<file path="src/rtl/ccnt_pkg.sv">
package ccnt_pkg;
  typedef enum logic [1:0] {
    OP_HOLD = 2'd0,
    OP_LOAD = 2'd1,
    OP_INC  = 2'd2
  } ccnt_op_e;
endpackage

</file>
<file path="src/rtl/ccnt_ctrl.sv">
module ccnt_ctrl
  import ccnt_pkg::*;
(
  input  logic     load_n,
  input  logic     cnt_en,
  input  logic     carry_in,
  output ccnt_op_e op
);
  // load outranks both enables; counting needs both enables
  logic both_en;
  assign both_en = cnt_en & carry_in;

  always_comb begin
    if (!load_n)      op = OP_LOAD;
    else if (both_en) op = OP_INC;
    else              op = OP_HOLD;
  end
endmodule

</file>
<file path="src/rtl/ccnt_state.sv">
module ccnt_state
  import ccnt_pkg::*;
#(
  parameter int WIDTH     = 4,
  parameter bit ASYNC_CLR = 1'b1
) (
  input  logic             clk,
  input  logic             clr_n,
  input  ccnt_op_e         op,
  input  logic [WIDTH-1:0] din,
  output logic [WIDTH-1:0] q
);
  localparam logic [WIDTH-1:0] ALL_ONES = {WIDTH{1'b1}};

  function automatic logic [WIDTH-1:0] step_up(input logic [WIDTH-1:0] v);
    return v + {{(WIDTH-1){1'b0}}, 1'b1};
  endfunction

  logic             do_load;
  logic             do_inc;
  logic [WIDTH-1:0] nxt;

  assign do_load = (op == OP_LOAD);
  assign do_inc  = (op == OP_INC);

  always_comb begin
    nxt = q;
    if (do_load)     nxt = din;
    else if (do_inc) nxt = step_up(q);
  end

  generate
    if (ASYNC_CLR) begin : g_async_clr
      always_ff @(posedge clk or negedge clr_n) begin
        if (!clr_n) q <= '0;
        else        q <= nxt;
      end
    end else begin : g_sync_clr
      always_ff @(posedge clk) begin
        if (!clr_n) q <= '0;
        else        q <= nxt;
      end
    end
  endgenerate

  AST_CLEAR_ZERO: assert property (@(posedge clk) !clr_n |=> (q == '0));
  AST_LOAD_TAKES_DIN: assert property (@(posedge clk) disable iff (!clr_n)
    do_load |=> (q == $past(din)));
  AST_INC_BY_ONE: assert property (@(posedge clk) disable iff (!clr_n)
    do_inc |=> (q == step_up($past(q))));
  AST_HOLD_STABLE: assert property (@(posedge clk) disable iff (!clr_n)
    (op == OP_HOLD) |=> $stable(q));
  AST_WRAP_TO_ZERO: assert property (@(posedge clk) disable iff (!clr_n)
    (do_inc && q == ALL_ONES) |=> (q == '0));
endmodule

</file>
<file path="src/rtl/ccnt_tc.sv">
module ccnt_tc #(
  parameter int WIDTH = 4
) (
  input  logic [WIDTH-1:0] q,
  input  logic             carry_in,
  output logic             carry_out
);
  logic at_top;
  assign at_top    = &q;
  assign carry_out = carry_in & at_top;
endmodule

</file>
<file path="src/rtl/cascade_counter.sv">
module cascade_counter
  import ccnt_pkg::*;
#(
  parameter int WIDTH     = 4,
  parameter bit ASYNC_CLR = 1'b1
) (
  input  logic             clk,
  input  logic             clr_n,
  input  logic             load_n,
  input  logic             cnt_en,
  input  logic             carry_in,
  input  logic [WIDTH-1:0] din,
  output logic [WIDTH-1:0] q,
  output logic             carry_out
);
  ccnt_op_e op;

  ccnt_ctrl u_ctrl (
    .load_n   (load_n),
    .cnt_en   (cnt_en),
    .carry_in (carry_in),
    .op       (op)
  );

  ccnt_state #(.WIDTH(WIDTH), .ASYNC_CLR(ASYNC_CLR)) u_state (
    .clk   (clk),
    .clr_n (clr_n),
    .op    (op),
    .din   (din),
    .q     (q)
  );

  ccnt_tc #(.WIDTH(WIDTH)) u_tc (
    .q         (q),
    .carry_in  (carry_in),
    .carry_out (carry_out)
  );

  AST_TC_NEEDS_TOP: assert property (@(posedge clk) disable iff (!clr_n)
    carry_out |-> (carry_in && (&q)));
  AST_TOP_GIVES_TC: assert property (@(posedge clk) disable iff (!clr_n)
    (carry_in && (&q)) |-> carry_out);
  AST_TC_LOW_CLEARED: assert property (@(posedge clk)
    (!clr_n && !$rose(clr_n) && $past(!clr_n)) |-> !carry_out);
endmodule

</file>
<file path="config.mk">
export PLATFORM = sky130hd
export DESIGN_NAME = cascade_counter
export DESIGN_NICKNAME = d
export VERILOG_FILES = /design/src/rtl/ccnt_pkg.sv /design/src/rtl/ccnt_ctrl.sv /design/src/rtl/ccnt_state.sv /design/src/rtl/ccnt_tc.sv /design/src/rtl/cascade_counter.sv
export SDC_FILE = /design/constraint.sdc
export NUM_CORES = 1
export LEC_CHECK = 0
export BUFFER_PORTS_ARGS = -buffer_cell sky130_fd_sc_hd__buf_2
export CORE_AREA = 2 2 39 41
export DETAILED_ROUTE_END_ITERATION = 8
export DIE_AREA = 0 0 41 43
export PLACE_DENSITY = 0.36
export SYNTH_ARGS = -nofsm -noshare
export SYNTH_HDL_FRONTEND = slang
export SYNTH_SLANG_ARGS = --single-unit
</file>
<file path="constraint.sdc">
create_clock -name clk -period 1.2 [get_ports clk]
set_clock_uncertainty 0.2 [all_clocks]
set_input_delay 0 -clock clk [delete_from_list [all_inputs] [get_ports clk]]
set_output_delay 0 -clock clk [all_outputs]
set_load 0.1 [all_outputs]
</file>
==> flow_metrics.tcl, run 1 <==
set metrics [dict create \
    outcome "complete, but fails checks" \
    violations "hold timing, setup timing" \
    numCtsBuffers 3 \
    r2r_slack_ns -0.10 \
    path_clk_slew_ns 0.04 \
    fp.dieH_um 43 \
    die_x_um 41 \
    crit_type "register to primary output" \
    syn-num-nets 33 \
    slew_headroom_pct 86.3 \
    ys_seq_area_share_pct 46.0 \
    drtIter0Drc 2 \
    leakage_nw 0.250 \
    gp_congestion 0.735 \
    grt_max_degree 9 \
    htreeDepth 1 \
    reg2reg_depth 4 \
    final_common_cell "buf_2" \
    final_antenna_net_count 0 \
    ir_drop_v 0.000375 \
    drcViolationCount 0 \
    worstPathRequired_ns 1.00 \
    routed_wl_um 653 \
    grt_use_total_pct 9.06 \
    rsz0062_at_grt "true" \
    path_cells "ha_4, and4_4, buf_12" \
    min_period_ns 1.39 \
    vias_per_cell 3.96 \
    vias 273 \
    synth-seq-cells 4 \
    crit_arrival_ns 1.19 \
    placedCellCount 55 \
    io_pins 14 \
    clk_path_buf_depth 2 \
    fillCellCount 141 \
    yosysUniqueCellTypes 13 \
    ys_warn_count 0 \
    crit_cells 3 \
    holdWs_ns -0.00280 \
    crit_buf_inv 1 \
    cts_sinks 4 \
    grt_overflow_total 0 \
    fmax_mhz 720 \
    setup_slack_ns -0.188 \
    clk_latency_ns 0.24 \
    largest_reg_flops 4 \
    report.final.slew_viol_count 0 \
    synthCells 23 \
    holdPathStages 4 \
    syn_area_um2 218 \
    final_cell_mix "8 x buf_2, 7 x dlygate4sd3_1, 6 x buf_4, 5 x buf_12, 4 x nor2_1" \
    max_stage_delay_ns 0.48 \
    setup_viol 7 \
    syn_to_final_growth_pct 160 \
    worstMarginPinSlew_ns 0.204 \
    start_kind "register" \
    p_total_w 0.000713 \
    rows 14 \
    stdcell_count 69 \
    dp_hpwl_um 474 \
    worstHoldPathType "primary input to register" \
    n_antenna_cell 0 \
    cap_violations 0 \
    first_pass_iters 3 \
    initial_core_util_pct 15.7 \
    period_share_pct 116 \
    post_drt_wl_per_cell_um 9.46 \
    dieArea_um2 1760 \
    grt_antenna_before_repair 0 \
    endpoint_kind "primary output" \
    core_um2 1380 \
    cp_slowest_cell "dfrtp_4" \
    path_max_fanout 3 \
    first_global_vias 260 \
    nets 65 \
    portBuffers 13 \
    grt_pass1_wl_mm 1.05 \
    top_register "u_state.q" \
    powerDensity_nw_per_um2 1260 \
    layout-drive-gt1-share_pct 60.4 \
    hold_viol 1 \
    cts_root_buf "clkbuf_4" \
    top_regs "u_state.q x4" \
    cts_tree "built" \
    crit_family "flip-flops" \
    avgSynthCellArea_um2 9.47 \
]
[area by class of cell]
| class | instances | area, um^2 | share of cell area (%) |
|---|---|---|---|
| clock buffer | 3 | 22.5 | 3.98 |
| multi-input combinational | 18 | 133 | 23.5 |
| sequential | 4 | 113 | 19.9 |
| tap | 16 | 20.0 | 3.54 |
| timing repair buffer | 28 | 278 | 49.1 |
[routing by layer]
metal | GRT usage [%] | vias up | wire, um
li1 | - | 143 | -
met1 | 10.7 | 117 | 284
met2 | 13.1 | 11 | 307
met3 | 1.57 | 2 | 43
met4 | 8.00 | 0 | 18
met5 | 0 | - | 0
[worst reg2reg max path, cell delays in order (launching register included)]
cell and delay (ns):
dfrtp_4 0.48, buf_4 0.15, buf_4 0.14, xor2_1 0.13, a21oi_1 0.13
[repair_timing]
item / CTS / global route
gates resized for setup: 2 / 1
pin swaps: 3 / 0
setup buffers: 4 / 1
hold buffers: 7 / 0
endpoints found under the setup margin: 7 / 8
endpoints found under the hold margin: 8 / 0
[report_power, final]
part | leakage, nW | total, W | internal (W) | switching (W)
combinational | 0.195 | 0.000369 | 0.000165 | 0.000204
sequential | 0.0418 | 0.000174 | 0.000160 | 0.0000141
clock | 0.0138 | 0.000169 | 0.000112 | 0.0000572
[synth_stat cells (all sizes together)]
master | number | area [um^2]
dfrtp | 4 | 100
nor2 | 4 | 15.0
a21oi | 3 | 15.0
nand3 | 2 | 10.0
xor2 | 2 | 17.5
a31oi | 1 | 6.26
and4 | 1 | 10.0
clkbuf | 1 | 3.75
ha | 1 | 12.5
mux2i | 1 | 10.0
nand2 | 1 | 6.26
o21ai | 1 | 5.00
or3 | 1 | 6.26
[through the flow]
step	worst slack, ns	setup TNS [ns]	cell area [um^2]	utilization [%]
after global placement	-0.0641	-0.149	435	31.5
final	-0.188	-0.834	566	40.9
after detailed placement	-0.103	-0.210	435	31.5
after CTS	-0.198	-0.886	566	40.9
after global routing	-0.213	-1.17	566	40.9
after floorplan	-0.256	-0.918	249	-
[path summary, 6_finish.rpt]
kind	startpoint	endpoint
min in group asynchronous	clr_n	u_state.q[0]$_DFFE_PN0P_
min reg2reg	u_state.q[3]$_DFFE_PN0P_	u_state.q[3]$_DFFE_PN0P_
min	cnt_en	u_state.q[3]$_DFFE_PN0P_
max reg2reg	u_state.q[0]$_DFFE_PN0P_	u_state.q[0]$_DFFE_PN0P_
max in group asynchronous	clr_n	u_state.q[2]$_DFFE_PN0P_
max	u_state.q[1]$_DFFE_PN0P_	carry_out
[kinds of logic (layout without fill, tap and decap cells)]
group	Yosys count	count (layout)	synth area share (%)
adders and majority gates	1	1	5.75
DFF	4	4	46.0
AOI/OAI and AO/OA	5	5	12.1
xor gates and xnor gates	2	2	8.05
muxes	1	1	4.60
buffers and inverters	1	31	1.72
and+or+nand+nor	9	9	21.8
No activity file was read; power rests on OpenSTA's default activity.
==> run 2: changes to the inputs <==
ABC_AREA = 1   (was not set)
PLACE_DENSITY = 0.4   (was 0.36)
==> flow_metrics.tcl, run 2 <==
set metrics [dict create \
    crit_arrival_ns 1.25 \
    htreeDepth 1 \
    fp.dieH_um 43 \
    drtIter0Drc 4 \
    clk_path_buf_depth 2 \
    vias_per_cell 4.33 \
    nets 81 \
    grt_pass1_wl_mm 1.50 \
    synth_area_leaders "dfrtp_1 38%, nand2_1 23%, nand3_1 7.5%" \
    path_clk_slew_ns 0.04 \
    report.final.slew_viol_count 0 \
    ys.flop_type "dfrtp_1" \
    cp_slowest_cell "dfrtp_4" \
    cts_tree "built" \
    grt_antenna_before_repair 0 \
    clk_latency_ns 0.24 \
    top_register "u_state.q" \
    violations "setup timing" \
    setup_slack_ns -0.246 \
    core_um2 1380 \
    hp-start "carry_in" \
    final_cell_mix "15 x nand2_1, 9 x dlygate4sd3_1, 8 x buf_2, 6 x buf_12" \
    crit_path_frequent_cell "buf_12" \
    grt_overflow_total 0 \
    first_global_vias 356 \
    crit_family "flip-flops" \
    critPathLaunch "u_state.q[1]$_DFFE_PN0P_" \
    grt_max_degree 7 \
    rsz0062_at_grt "true" \
    layout-drive-gt1-share_pct 47.8 \
    die_x_um 41 \
    largest_reg_flops 4 \
    period_share_pct 120 \
    dieArea_um2 1760 \
    pre_cts_ws_ns -0.0619 \
    ir_drop_v 0.000622 \
    slew_headroom_pct 86.4 \
    worstPathRequired_ns 1.00 \
    routed_wl_um 875 \
    crit_buf_inv 2 \
    worstHoldPathType "primary input to primary output" \
    synthCells 39 \
    final.setup.tns_ns -0.797 \
    io_pins 14 \
    path_max_fanout 2 \
    powerDensity_nw_per_um2 1230 \
    min_period_ns 1.45 \
    n_antenna_cell 0 \
    synthArstFlopShare_pct 100 \
    synth.top_cells.by_count "16 x nand2_1, 4 x dfrtp_1, 4 x nand3_1, 3 x inv_1, 3 x nor2_1" \
    worstMarginPinSlew_ns 0.204 \
    max_stage_delay_ns 0.48 \
    r2r-start "u_state.q[0]$_DFFE_PN0P_" \
    endpoint_kind "primary output" \
    syn-num-nets 49 \
    initial_core_util_pct 19.2 \
    ys_seq_area_share_pct 37.7 \
    avgSynthCellArea_um2 6.80 \
    grt_use_total_pct 13.1 \
    start_kind "register" \
    yosysUniqueCellTypes 13 \
    dp_hpwl_um 601 \
    final_antenna_net_count 0 \
    top_regs "u_state.q x4" \
    cap_violations 0 \
    gp_congestion 0.677 \
    crit_type "register to primary output" \
    cts_root_buf "clkbuf_4" \
    first_pass_iters 4 \
    leakage_nw 0.313 \
    fillCellCount 144 \
    rows 14 \
    hold_viol 0 \
    yosysMostFrequentCell "nand2_1" \
    final_common_cell "nand2_1" \
    synth_top_area_cell "dfrtp_1" \
    syn_area_um2 265 \
    synth-seq-cells 4 \
    synthDominantCellAreaShare_pct 37.7 \
    portBuffers 13 \
    ys_warn_count 0 \
    vias 368 \
    synth_enable_flop_cells 0 \
    post_drt_wl_per_cell_um 10.3 \
    fmax_mhz 692 \
    cts_sinks 4 \
    numCtsBuffers 3 \
    path_cells "ha_4, nand2_4, buf_12, nor2_4, buf_12" \
    syn_to_final_growth_pct 142 \
    drcViolationCount 0 \
    setup_viol 7 \
    outcome "complete, but fails checks" \
]
## run 2: through the flow
stage	hold slack [ns]	util [%]	total power [W]	cells	area [um^2]
floorplan	-0.496	-	0.000412	39	308
global placement	-0.388	36.3	0.000572	71	503
detailed placement	-0.386	36.3	0.000574	71	503
CTS	0.201	44.5	0.000772	83	616
global route	0.234	46.4	0.000830	85	642
finish	0.197	46.4	0.000790	85	642
## run 2: final timing paths
kind                                             to  slack [ns]  depth (start not counted)
max                                       carry_out       -0.25                          5
min                                       carry_out        0.20                          4
max reg2reg                u_state.q[3]$_DFFE_PN0P_       -0.13                          6
min reg2reg                u_state.q[2]$_DFFE_PN0P_        0.44                          2
max in group asynchronous  u_state.q[3]$_DFFE_PN0P_        0.13                          3
min in group asynchronous  u_state.q[1]$_DFFE_PN0P_        0.46                          3
## run 2: layout make-up
class                           count  area [um^2]  area share (%)
Inverter                            5         18.8            2.92
Sequential cell                     4          115            17.9
Timing Repair Buffer               27          288            44.8
Multi-Input combinational cell     30          178            27.7
Tap cell                           16         20.0            3.12
Clock buffer                        3         22.5            3.51
## run 2: layer usage
layer | GRT usage, % | routed length (um) | vias up
met5 | 0 | 0 | -
met4 | 12.0 | 0 | 0
met3 | 1.57 | 20 | 0
met2 | 20.3 | 527 | 6
met1 | 14.3 | 327 | 176
li1 | - | - | 186
## run 2: timing repair
item / 4_1_cts / 5_1_grt
gates resized for setup: 0 / 3
gates cloned: 0 / 0
endpoints found under the hold margin: 8 / 0
setup buffers: 1 / 2
setup endpoints to repair: 6 / 7
hold buffers: 9 / 0
pin swaps: 2 / 1
## run 2: tightest hold or removal path: stages
cell     delay (ns)
buf_2          0.10
nand2_1        0.09
nor2_4         0.05
buf_12         0.15
## run 2: cells by family (layout without fill, tap and decap cells)
| group | after synthesis | count (layout) | synth area share (%) |
|---|---|---|---|
| adders and majority gates | 1 | 1 | 4.72 |
| AOI/OAI and AO/OA | 2 | 2 | 4.72 |
| DFF | 4 | 4 | 37.7 |
| and+or+nand+nor | 27 | 27 | 45.8 |
| buffers and inverters | 5 | 35 | 7.08 |
## run 2: power breakdown
part | internal [W] | switching (W)
logic | 0.000185 | 0.000238
registers | 0.000167 | 0.0000308
clock network | 0.000112 | 0.0000581
total | 0.000463 | 0.000327
